## config.mk

```make
export PLATFORM = sky130hd
export DESIGN_NAME = lutSlice
export DESIGN_NICKNAME = d
export VERILOG_FILES = /design/src/rtl/lutSlice_pkg.sv /design/src/rtl/lutSliceCtrl.sv /design/src/rtl/lutSliceLut6.sv /design/src/rtl/lutSliceDatapath.sv /design/src/rtl/lutSlice.sv
export SDC_FILE = /design/constraint.sdc
export NUM_CORES = 1
export LEC_CHECK = 0
export BUFFER_PORTS_ARGS = -buffer_cell sky130_fd_sc_hd__buf_2
export CAP_MARGIN = 30
export CORE_UTILIZATION = 40
export DETAILED_ROUTE_END_ITERATION = 12
export MAX_ROUTING_LAYER = met4
export SKIP_LAST_GASP = 1
export SLEW_MARGIN = 25
export SYNTH_ARGS = -nofsm -noshare
export SYNTH_HDL_FRONTEND = slang
export SYNTH_SLANG_ARGS = --single-unit
```

## constraint.sdc

```tcl
create_clock -name clk -period 5 [get_ports clk]
set_input_delay 0.25 -clock clk [delete_from_list [all_inputs] [get_ports clk]]
set_output_delay 0.25 -clock clk [all_outputs]
set_load 0.05 [all_outputs]
```

## src/rtl/lutSlice_pkg.sv

```systemverilog
package lutSlice_pkg;

  // number of table/flip-flop positions in the slice (the wide-mux tree is built for four)
  localparam int NPOS = 4;

  typedef enum logic [1:0] {
    SRC_O6   = 2'd0,
    SRC_O5   = 2'd1,
    SRC_WIDE = 2'd2,
    SRC_BYP  = 2'd3
  } srcSel_e;

  // one option field per output position, shifted in MSB first
  typedef struct packed {
    srcSel_e src;
    logic    useReg;
  } posOpt_t;

  // strobes from the control to the datapath
  typedef struct packed {
    logic shiftEn;
    logic ffClear;
    logic ffLoad;
  } sliceStrobe_t;

endpackage

```

## src/rtl/lutSliceCtrl.sv

```systemverilog
module lutSliceCtrl
  import lutSlice_pkg::*;
(
  input  logic         rst,
  input  logic         cfgEn,
  output sliceStrobe_t stb
);

  always_comb begin
    stb.shiftEn = cfgEn;
    stb.ffClear = rst;
    stb.ffLoad  = !rst && !cfgEn;
  end

endmodule

```

## src/rtl/lutSliceLut6.sv

```systemverilog
module lutSliceLut6 #(
  parameter int K5 = 5
) (
  input  logic [(2 << K5)-1:0] truth,
  input  logic [K5:0]          sel,
  output logic                 o6,
  output logic                 o5
);

  localparam int TT5 = 1 << K5;

  logic [1:0] half;

  // two equal-depth halves, each a fixed-depth select on the shared low inputs
  for (genvar h = 0; h < 2; h++) begin : g_half
    logic [TT5-1:0] tbl;
    assign tbl     = truth[h*TT5 +: TT5];
    assign half[h] = tbl[sel[K5-1:0]];
  end

  assign o5 = half[0];
  assign o6 = sel[K5] ? half[1] : half[0];

endmodule

```

## src/rtl/lutSliceDatapath.sv

```systemverilog
module lutSliceDatapath
  import lutSlice_pkg::*;
#(
  parameter int K5 = 5
) (
  input  logic                     clk,
  input  sliceStrobe_t             stb,
  input  logic                     cfgData,
  input  logic [NPOS*(K5+1)-1:0]   lutIn,
  input  logic [NPOS-1:0]          bypIn,
  output logic [NPOS-1:0]          o6Out,
  output logic [NPOS-1:0]          o5Out,
  output logic                     f7LoOut,
  output logic                     f7HiOut,
  output logic                     f8Out,
  output logic [NPOS-1:0]          qOut,
  output logic [NPOS-1:0]          yOut
);

  localparam int K6    = K5 + 1;
  localparam int TT6   = 2 << K5;
  localparam int OPT_W = $bits(posOpt_t);
  localparam int TBL_W = NPOS * TT6;
  localparam int OPT_T = NPOS * OPT_W;
  localparam int CFG_W = TBL_W + OPT_T;

  // configuration storage: not touched by the slice reset
  logic [CFG_W-1:0] cfgChain;
  logic [NPOS-1:0]  dVal;

  always_ff @(posedge clk) begin
    if (stb.shiftEn) cfgChain <= {cfgChain[CFG_W-2:0], cfgData};
  end

  // tables: first-loaded table occupies the top of the chain
  for (genvar i = 0; i < NPOS; i++) begin : g_lut
    lutSliceLut6 #(.K5(K5)) u_lut (
      .truth (cfgChain[CFG_W-1-i*TT6 -: TT6]),
      .sel   (lutIn[i*K6 +: K6]),
      .o6    (o6Out[i]),
      .o5    (o5Out[i])
    );
  end

  // wide-function tree
  assign f7LoOut = bypIn[0] ? o6Out[1] : o6Out[0];
  assign f7HiOut = bypIn[2] ? o6Out[3] : o6Out[2];
  assign f8Out   = bypIn[1] ? f7HiOut  : f7LoOut;

  // per-position source select and output mode
  for (genvar p = 0; p < NPOS; p++) begin : g_pos
    posOpt_t opt;
    logic    wide;
    logic    srcVal;

    assign opt = posOpt_t'(cfgChain[OPT_T-1-p*OPT_W -: OPT_W]);

    if (p == 0) begin : g_wLo
      assign wide = f7LoOut;
    end else if (p == 2) begin : g_wHi
      assign wide = f7HiOut;
    end else begin : g_w8
      assign wide = f8Out;
    end

    always_comb begin
      case (opt.src)
        SRC_O6:   srcVal = o6Out[p];
        SRC_O5:   srcVal = o5Out[p];
        SRC_WIDE: srcVal = wide;
        default:  srcVal = bypIn[p];
      endcase
    end

    assign dVal[p] = srcVal;
    assign yOut[p] = opt.useReg ? qOut[p] : srcVal;
  end

  always_ff @(posedge clk) begin
    if (stb.ffClear)     qOut <= '0;
    else if (stb.ffLoad) qOut <= dVal;
  end

endmodule

```

## src/rtl/lutSlice.sv

```systemverilog
module lutSlice
  import lutSlice_pkg::*;
#(
  parameter int K5 = 5
) (
  input  logic                   clk,
  input  logic                   rst,
  input  logic                   cfgEn,
  input  logic                   cfgData,
  input  logic [NPOS*(K5+1)-1:0] lutIn,
  input  logic [NPOS-1:0]        bypIn,
  output logic [NPOS-1:0]        o6Out,
  output logic [NPOS-1:0]        o5Out,
  output logic                   f7LoOut,
  output logic                   f7HiOut,
  output logic                   f8Out,
  output logic [NPOS-1:0]        qOut,
  output logic [NPOS-1:0]        yOut
);

  sliceStrobe_t stb;

  lutSliceCtrl u_ctrl (
    .rst   (rst),
    .cfgEn (cfgEn),
    .stb   (stb)
  );

  lutSliceDatapath #(.K5(K5)) u_dp (
    .clk     (clk),
    .stb     (stb),
    .cfgData (cfgData),
    .lutIn   (lutIn),
    .bypIn   (bypIn),
    .o6Out   (o6Out),
    .o5Out   (o5Out),
    .f7LoOut (f7LoOut),
    .f7HiOut (f7HiOut),
    .f8Out   (f8Out),
    .qOut    (qOut),
    .yOut    (yOut)
  );

endmodule

```

After elaboration in Yosys (flattened, before gate mapping)
Cells that the tools add are included.
{ "totals": {"ff_bits": 272, "in_bits": 32, "output_inout_bits": 19, "word_cells": 52} }
{ "op_classes": {"magnitude_cmp": 4, "n_eq_ne": 8, "n_mux": 31, "n_reduce_logical": 7} }
{ "ops": {"columns": ["op", "n"], "rows": [
  ["$bmux 1 s5", 8],
  ["$lt 5x6->1 const B", 4],
  ["$mux 1", 19],
  ["$pmux 1 s3", 4],
  ["$eq 2x1->1 const B", 4],
  ["$eq 2x2->1 const B", 4],
  ["$logic_not 2->1", 4],
  ["$logic_not 1->1", 2],
  ["$logic_and 1x1->1", 1]
]} }

Logic depth before layout (Yosys ltp)
Gate-level depths: netlist of run 1.
{ "logic_depth": {"depth_word": 7, "mapped_depth": 11, "mapped_depth_nobuf": 9} }

Hierarchy
A second synthesis of run 1 with hierarchy kept.
{ "hier_totals": {"hier_cells": 544, "hier_area_um2": 10794.1} }
{ "modules_own_cells": {"columns": ["mod", "instances", "cells_per_inst", "area_per_inst_um2", "seq_area_each_um2"], "rows": [
  ["lutSliceDatapath", 1, 313, 8418.1, 8127.8],
  ["lutSliceLut6", 4, 57, 589.3, 0.0],
  ["lutSliceCtrl", 1, 3, 18.8, 0.0]
]} }

Worst setup path after synthesis of run 1
No wires, ideal clock.
{ "synth_path": {"path_type": "input to output", "from": "in lutIn[20]", "to": "out yOut[1]", "arrival_time_ns": 3.343, "required_ns": 4.750, "slack_ns": 1.407, "path_stages": 10, "path_buffers": 2, "cell_sequence": "buf_2 -> buf_2 -> mux2i_1 -> a311oi_1 -> nand3_1 -> nand2_1 -> o31ai_1 -> mux2i_1 -> o211ai_1 -> a31oi_1"} }
{ "synth_via": {"elab_chain_len": 7, "elab_cells_between_ends": 9, "classes_between": "mux (9)"} }
{ "synth_lines": {"columns": ["item", "line_no", "text"], "rows": [
  ["from (decl)", "lutSlice.sv:10", "input logic [NPOS*(K5+1)-1:0] lutIn,"],
  ["$bmux 1 s5", "lutSliceLut6.sv:18", "assign half[h] = tbl[sel[K5-1:0]];"],
  ["$mux 1 (implied by the code)", "lutSliceLut6.sv:18", null],
  ["$mux 1 (*)", "lutSliceLut6.sv:22", "assign o6 = sel[K5] ? half[1] : half[0];"],
  ["$mux 1 (*)", "lutSliceDatapath.sv:47", "assign f7HiOut = bypIn[2] ? o6Out[3] : o6Out[2];"],
  ["net f7HiOut", "lutSlice.sv:15", "output logic f7HiOut,"],
  ["$mux 1 (*)", "lutSliceDatapath.sv:48", "assign f8Out = bypIn[1] ? f7HiOut : f7LoOut;"],
  ["$pmux 1 s3 (*)", "lutSliceDatapath.sv:67", "case (opt.src)"],
  ["$mux 1 (*)", "lutSliceDatapath.sv:76", "assign yOut[p] = opt.useReg ? qOut[p] : srcVal;"],
  ["to (decl)", "lutSlice.sv:18", "output logic [NPOS-1:0] yOut"]
]} }
Mark *: on every way through the listed nets, which the timed path passes. The rest lies on a longest branch. The select of a mux whose other input is x is not followed.

Worst setup path after layout of run 1
{ "layout_path": {"from": "reg u_dp.cfgChain[88]", "to": "out yOut[1]"} }
{ "layout_via": {"elab_chain_len": 7} }
{ "layout_lines": {"columns": ["item", "line_no", "text"], "rows": [
  ["from (decl)", "lutSliceDatapath.sv:28", "logic [CFG_W-1:0] cfgChain;"],
  ["from (signal assigned)", "lutSliceDatapath.sv:32", "if (stb.shiftEn) cfgChain <= {cfgChain[CFG_W-2:0], cfgData};"],
  ["$bmux 1 s5", "lutSliceLut6.sv:18", null],
  ["$mux 1 (implied by the code)", "lutSliceLut6.sv:18", null],
  ["$mux 1", "lutSliceLut6.sv:22", null],
  ["$mux 1", "lutSliceDatapath.sv:47", null],
  ["$mux 1", "lutSliceDatapath.sv:48", null],
  ["$pmux 1 s3", "lutSliceDatapath.sv:67", null],
  ["$mux 1", "lutSliceDatapath.sv:76", null]
]} }
No other way between the ends. The select of a mux whose other input is x is not followed.

==> metrics, run 1 <==
Die Area=between 0.02 and 0.03 mm2; Pre-antenna DRT Iters=5; Max clock buf depth=3; top cells by area, synth=edfxtp_1, mux2i_1, mux4_2; total power draw=about 0.0051 W; hold slack=115 ps; fillcell total=2305; post-DP HPWL=12.6 mm; largest family of logic cells by synthesized area=multiplexers; XOR/XNOR Fraction of Synth Area=0; drt total wl=20.1 mm; Final Cell Area=around 0.012 mm2; Die Wd=168 um; hold path startpoint=cfgEn; Mapped Area=0.0111 mm2; number of I/O port buffers=50; Root Driver=clkbuf_16; warnings from Yosys=0; Iter 0 DRT Violations=344; reg2reg path depth=8; Final Hold Fails=0; peak supply drop=0.251 mV; slew margin rel.=0.424; clock tree from TritonCTS=built; Post-CTS Setup Bufs=0; Tightest Pin Transition=865 ps; Area Overhead vs Synth=12.7%; gpl congestion=0.792; Synthesized Nets=648; Fmax=283 MHz; Most used DFF post-synth=edfxtp_1; Worst Setup SP=u_dp.cfgChain[88]; RSZ-0062 raised after global routing=no; TritonCTS Buffers=28; Cell Rows=60; crit start category=flip-flop; share of layout cells above drive strength 1=0.194; routed vias=roughly 5600; Max-cap violations=0; antenna violations before repair=0; cells after synthesis=616; hold depth=1; most common cell after layout, fill and taps aside=edfxtp_1; All-Layer GR Usage=0.147; CTS H-tree lvls=1; cts repair resizes=0; status=finished, final reports clean; Die Ht=~170 um; Finish-stage setup viols=0; grt total ovfl=0; wire per inst=19.5 um; Worst-path clk slew=60 ps; CP endpoint kind=primary output; Worst R2R Start=u_dp.cfgChain[88]; Pwr Density=a little over 400 mW/mm2; clk_lat worst skew=530 ps; Worst Hold Class=in -> reg; most frequent cells in the layout=edfxtp_1, mux2i_1, buf_2, clkbuf_16, mux4_2; asr flop ratio synth=0; n_diodes=0; clock skew=between 8 and 9 ps; final period utilization=0.706; Setup TNS=0 ps; Adder-Cell Fraction of Synth Area=0; CP max FO=5; Net count, final=698; largest net degree at the start of global routing=150; Leak=4.44 nW; post-synth top area share=0.728; critical path arrival=3280 ps; DRC viols=0; distinct cell type count after synthesis=53; fin. max-slew vios=0; post-synthesis mux area share=0.137; Yosys top cell by area=edfxtp_1; complex-gate fraction of the synthesized area=0.0485; syn_area_per_cell=17.9 um2; core area=0.0270 mm2; critical path type=reg -> out; area share of and/or/nand/nor cells after synthesis=0.0541; first-pass GRT wire length=32.1 mm; Seq/Total Area, Yosys=0.735; vias in the first global route=5680; Worst Path Required=4750 ps; post-route ant nets=0; I/O pin count=51; vias per cell=5.48; Initial Util=0.409; placed cell areas=0.0115 mm2; Post-synth EDFFs=268; final cell utilization of the core=0.461; Tmin final=3530 ps; CTS Sinks=272; #FFs+latches synth=272
## critical path, cell delays in order (launching register included)
cell and delay [ps]:
edfxtp_1 390, mux2i_1 160, a22oi_1 110, nand3_1 120
o22ai_1 130, o31ai_1 650, mux2i_1 430, o211ai_1 330
a31oi_1 170, buf_2 240
## state kept, by name, indices dropped and copies added, names as in the netlist
register	flops
u_dp.cfgChain	268
u_dp.qOut	4
## layout make-up
| cell class | instances | area (um2) | share of cell area |
|---|---|---|---|
| repair buffers | 55 | 323 | 0.0259 |
| flip-flops and latches | 272 | 8130 | 0.652 |
| well taps | 341 | 427 | 0.0342 |
| clock buffers | 36 | 752 | 0.0603 |
| clock inverters | 14 | 124 | 0.00994 |
| inverters | 15 | 56.3 | 0.00452 |
| multi-input cells | 294 | 2650 | 0.213 |
## synthesized netlist by cell type (all sizes together), types with 4 or more instances
cell type,number
edfxtp,268
nor3b,4
o21ai,7
inv,15
nand4,7
mux2,5
a22oi,13
nor2,13
a32oi,4
a311oi,5
nand2b,6
mux4,28
o31ai,4
dfxtp,4
nand3b,5
o211ai,6
nand3,20
a31oi,11
nor3,4
nor2b,10
buf,32
nand4b,4
mux2i,83
nand2,24
## metal layers
metal / up-vias / GRT usage / wire, um
li1: 2587 / - / -
met1: 2901 / 0.215 / 9750
met2: 106 / 0.217 / 9070
met3: 29 / 0.0266 / 876
met4: 0 / 0.0300 / 359
met5: - / - / 0
## path summary, 6_finish.rpt
check | end | slack (ps)
setup / recovery | yOut[1] | 1470
hold / removal | u_dp.cfgChain[45] | 120
setup reg to reg | u_dp.qOut[3] | 2240
hold reg to reg | u_dp.cfgChain[263] | 440
## logic make-up (layout without fill, tap and decap cells)
kind of cell	Yosys count	in the layout
buf+inv	50	120
compound gates	70	70
flops	272	272
mux	116	116
simple gates	108	108
## through the flow
step,setup slack (ps),std cells
floorplan,1410,616
global route,1130,1027
global placement,1460,974
CTS,1360,1026
finish,1470,1027
detailed placement,1470,974
## report_power, final
part           internal [W]  switching (W)
clock network       0.00116       0.000824
registers           0.00265      0.0000706
logic              0.000148       0.000273
total               0.00396        0.00117
## timing repair
action,4_1_cts,5_1_grt
setup endpoints to repair,0,0
endpoints found under the hold margin,3,0
hold buffers,2,0
Power figures use the tool's default switching activity.
==> run 2, diff against run 1 <==
==> constraint.sdc (replaced) <==
create_clock -name clk -period 3.6 [get_ports clk]
set_input_delay 0.18 -clock clk [delete_from_list [all_inputs] [get_ports clk]]
set_output_delay 0.18 -clock clk [all_outputs]
set_load 0.05 [all_outputs]
==> metrics, run 2 (synthesized netlist as in run 1, its figures left out) <==
post-DP HPWL=around 13 mm; Tmin final=3380 ps; met2 usage in global routing=0.231; RSZ-0062 raised after global routing=no; Switching Fraction=0.237; Max-cap violations=0; wire per inst=~20 um; Setup Slack @ Placement=145 ps; Die Area=0.0283 mm2; Initial Util=0.409; Cell Rows=60; Worst-path clk slew=60 ps; Worst R2R Start=u_dp.cfgChain[135]; clock skew=8.73 ps; Max clock buf depth=3; antenna violations before repair=1; worst setup margin=219 ps; post-route ant nets=0; Final Hold Fails=0; first-pass GRT wire length=33.1 mm; hold path startpoint=bypIn[1]; P_sw=0.00168 W; vias per cell=5.45; gpl congestion=~0.79; most common cell after layout, fill and taps aside=edfxtp_1; Worst Path Required=around 3400 ps; Pwr Density=around 570 mW/mm2; I/O pin count=51; critical path type=reg -> out; TritonCTS Buffers=28; Int Power=0.00539 W; Net count, final=697; max FFs per register=268; status=finished, final reports clean; Area Overhead vs Synth=12.6%; clk_lat worst skew=roughly 540 ps; Gate power share=0.083; Die Wd=168 um; All-Layer GR Usage=0.152; final period utilization=0.939; vias in the first global route=5867; drt total wl=20.7 mm; most frequent cells in the layout=edfxtp_1, mux2i_1, buf_2, mux4_2, clkbuf_16; clock tree from TritonCTS=built; Worst Hold Class=in -> reg; CTS Sinks=272; Worst Setup SP=u_dp.cfgChain[175]; Tightest Pin Transition=848 ps; GR peak layer=met2; DRC viols=0; core area=0.0270 mm2; Regs by FF count=u_dp.cfgChain x268, u_dp.qOut x4; Flop pwr share=0.536; critical path arrival=3200 ps; Finish-stage setup viols=0; largest net degree at the start of global routing=~110; Pre-antenna DRT Iters=5; crit start category=flip-flop; fin. max-slew vios=0; Root Driver=clkbuf_16; grt met1 use=0.213; Die Ht=between 150 and 200 um; Fmax=296 MHz; grt total ovfl=0; CP endpoint kind=primary output; number of I/O port buffers=50; share of layout cells above drive strength 1=0.205; CTS H-tree lvls=1; CP max FO=3; most flop-heavy register=u_dp.cfgChain; Setup TNS=0 ps; met3 GRT Util=0.0277; routed vias=5613; Iter 0 DRT Violations=approximately 370; slew margin rel.=0.435; Leak=between 4 and 5 nW; peak supply drop=0.381 mV; clock power share=0.382
## run 2: power groups by stage
stage          clock network, W  registers [W]  logic, W
2_1_floorplan                 0        0.00382  0.000409
3_3_place_gp                  0        0.00384  0.000580
3_5_place_dp                  0        0.00385  0.000588
4_1_cts                 0.00278        0.00379  0.000593
5_1_grt                 0.00290        0.00381  0.000631
6_report                0.00270        0.00379  0.000584
## run 2: through the flow
step	cells	util	hold slack, ps	cell area [um2]	total power [W]
final	1029	0.461	60.1	12400	0.00707
after global routing	1029	0.461	57.5	12400	0.00734
after CTS	1028	0.460	31.2	12400	0.00716
after detailed placement	974	0.427	406	11500	0.00444
after global placement	974	0.427	410	11500	0.00442
after floorplan	616	-	252	11100	0.00423
## run 2: layout make-up
type	instances	area, um2
fill	2326	14600
multi-input combinational	294	2660
clock buffer	30	708
inverter	15	56.3
sequential	272	8130
antenna	1	2.50
clock inverter	22	158
tap	341	427
timing repair buffer	54	308
## run 2: path summary, 6_finish.rpt
check                       end  slack [ps]  cells past startpoint
min                u_dp.qOut[1]          60                      3
max reg2reg        u_dp.qOut[3]        1110                      8
min reg2reg  u_dp.cfgChain[148]         450                      0
max                     yOut[1]         220                     10
## run 2: worst max-delay path, cell delays in order, from the launching register on
cell	delay (ps)
edfxtp_1	410
mux4_2	460
mux2_2	270
o31a_1	220
and4_1	240
nor2_4	170
inv_2	90
mux2i_1	130
a2bb2oi_1	230
a31oi_1	180
buf_2	250
## run 2: routing by layer
layer / part of all wire / vias up
met4: 0.022 / 0
met1: 0.47 / 2886
li1: - / 2585
met3: 0.048 / 32
met2: 0.46 / 110
met5: 0 / -
## run 2: what timing repair did
| item | 4_1_cts | 5_1_grt |
|---|---|---|
| endpoints found under the hold margin | 3 | 0 |
| setup buffers | 0 | 0 |
| setup endpoints to repair | 1 | 1 |
| gates resized for setup | 1 | 1 |
| hold buffers | 2 | 0 |
==> run 3, diff against run 2 <==
--- a/config.mk
+++ b/config.mk
@@ -7,9 +7,12 @@
 export LEC_CHECK = 0
 export BUFFER_PORTS_ARGS = -buffer_cell sky130_fd_sc_hd__buf_2
 export CAP_MARGIN = 30
+export CELL_PAD_IN_SITES_DETAIL_PLACEMENT = 0
+export CELL_PAD_IN_SITES_GLOBAL_PLACEMENT = 1
 export CORE_UTILIZATION = 40
 export DETAILED_ROUTE_END_ITERATION = 12
 export MAX_ROUTING_LAYER = met4
+export PLACE_DENSITY_LB_ADDON = 0.1
 export SKIP_LAST_GASP = 1
 export SLEW_MARGIN = 25
 export SYNTH_ARGS = -nofsm -noshare
==> metrics, run 3 (synthesized netlist as in run 1, its figures left out) <==
grt total ovfl=0; fin. max-slew vios=0; routed vias=5578; critical path type=reg -> out; clock skew=5.97 ps; clk_lat worst skew=540 ps; Pwr Density=574 mW/mm2; Worst-path clk slew=60 ps; Routed met3 length=936 um; drt total wl=21.0 mm; largest net degree at the start of global routing=110; vias in the first global route=roughly 5900; slew margin rel.=0.468; Worst Path Required=3420 ps; Tmin final=3430 ps; most flop-heavy register=u_dp.cfgChain; worst setup margin=~170 ps; total power draw=0.00717 W; Root Driver=clkbuf_16; Final Non-Filler Cells=1033; CP max FO=3; Die Area=0.0283 mm2; fillcell total=~2300; share of layout cells above drive strength 1=0.197; DRC viols=0; most common cell after layout, fill and taps aside=edfxtp_1; Leak=4.45 nW; RSZ-0062 raised after global routing=no; Worst R2R Setup Slack=1090 ps; Setup Slack @ Placement=approximately 320 ps; Setup TNS=0 ps; Met1 Routed Length=10.3 mm; Net count, final=703; most frequent cells in the layout=edfxtp_1, mux2i_1, buf_2, clkbuf_16, mux4_2; Die Ht=168 um; CP endpoint kind=primary output; Finish-stage setup viols=0; Fmax=292 MHz; clock tree from TritonCTS=built; Die Wd=168 um; Initial Util=0.409; Cell Rows=60; crit start category=flip-flop; status=finished, final reports clean; number of I/O port buffers=50; Tightest Pin Transition=798 ps; WL met2=9.28 mm; DR top layer=met4; All-Layer GR Usage=0.156; first-pass GRT wire length=33.6 mm; n_diodes=0; max FFs per register=268; TritonCTS Buffers=30; Max clock buf depth=3; post-DP HPWL=13.0 mm; antenna violations before repair=0; Pre-antenna DRT Iters=5; Area Overhead vs Synth=13.1%; Regs by FF count=u_dp.cfgChain x268, u_dp.qOut x4; core area=approximately 0.027 mm2; Iter 0 DRT Violations=570; Max-cap violations=0; CTS H-tree lvls=1; wire per inst=20.3 um; gpl congestion=approximately 0.76; Worst Hold Class=in -> reg; CTS Sinks=272; I/O pin count=51; post-route ant nets=0; Placed Instances=about 980; critical path arrival=3250 ps; final period utilization=0.953; vias per cell=5.40; peak supply drop=0.424 mV; Final Hold Fails=0
## run 3: changes by cell type in the layout (fill, tap and decap cells not counted), sizes merged
cell      previous run  this run
clkbuf              30        42
clkinvlp             6         0
clkinv              15        10
buf                 52        56
diode                1         0
## run 3: layer usage
| layer | up-vias | global-route usage |
|---|---|---|
| li1 | 2586 | - |
| met1 | 2857 | 0.231 |
| met2 | 104 | 0.222 |
| met3 | 31 | 0.0277 |
| met4 | 0 | 0.0411 |
| met5 | - | - |
## run 3: layout make-up
type	count	area, um2	share of cell area
Clock buffer	42	817	0.0654
Clock inverter	11	71.3	0.00571
Inverter	15	56.3	0.00450
Multi-Input combinational cell	294	2660	0.213
Sequential cell	272	8130	0.650
Tap cell	341	427	0.0341
Timing Repair Buffer	58	338	0.0270
## run 3: path summary, 6_finish.rpt
check	cells past startpoint	end	startpoint
setup / recovery	10	yOut[3]	u_dp.cfgChain[236]
hold / removal	3	u_dp.qOut[1]	bypIn[1]
setup reg to reg	8	u_dp.qOut[3]	u_dp.cfgChain[236]
hold reg to reg	0	u_dp.cfgChain[102]	u_dp.cfgChain[101]
## run 3: through the flow
step / area [um2] / util / hold slack [ps]
6_report: 12500 / 0.463 / 72.3
5_1_grt: 12500 / 0.463 / 103
3_3_place_gp: 11600 / 0.428 / 357
2_1_floorplan: 11100 / - / 252
4_1_cts: 12500 / 0.462 / 38.7
3_5_place_dp: 11600 / 0.428 / 358
## run 3: worst max-delay path: stages, from the launching register on
cell       delay [ps]
edfxtp_1          420
mux4_2            460
nor2b_1           150
a2111oi_2         390
a211oi_2          170
a31oi_2           260
a2111oi_0         100
buf_4             160
a311oi_2          280
o21ai_1           120
buf_2             220
## run 3: where the power goes
part | internal, W | switching [W]
Combinational | 0.000210 | 0.000387
Sequential | 0.00369 | 0.0000981
Clock | 0.00163 | 0.00116
## run 3: what timing repair did
action | 4_1_cts | 5_1_grt
buffers inserted | 0 | 0
hold buffers | 2 | 0
endpoints found under the hold margin | 5 | 0
setup endpoints to repair | 0 | 1
resized for setup | 0 | 2
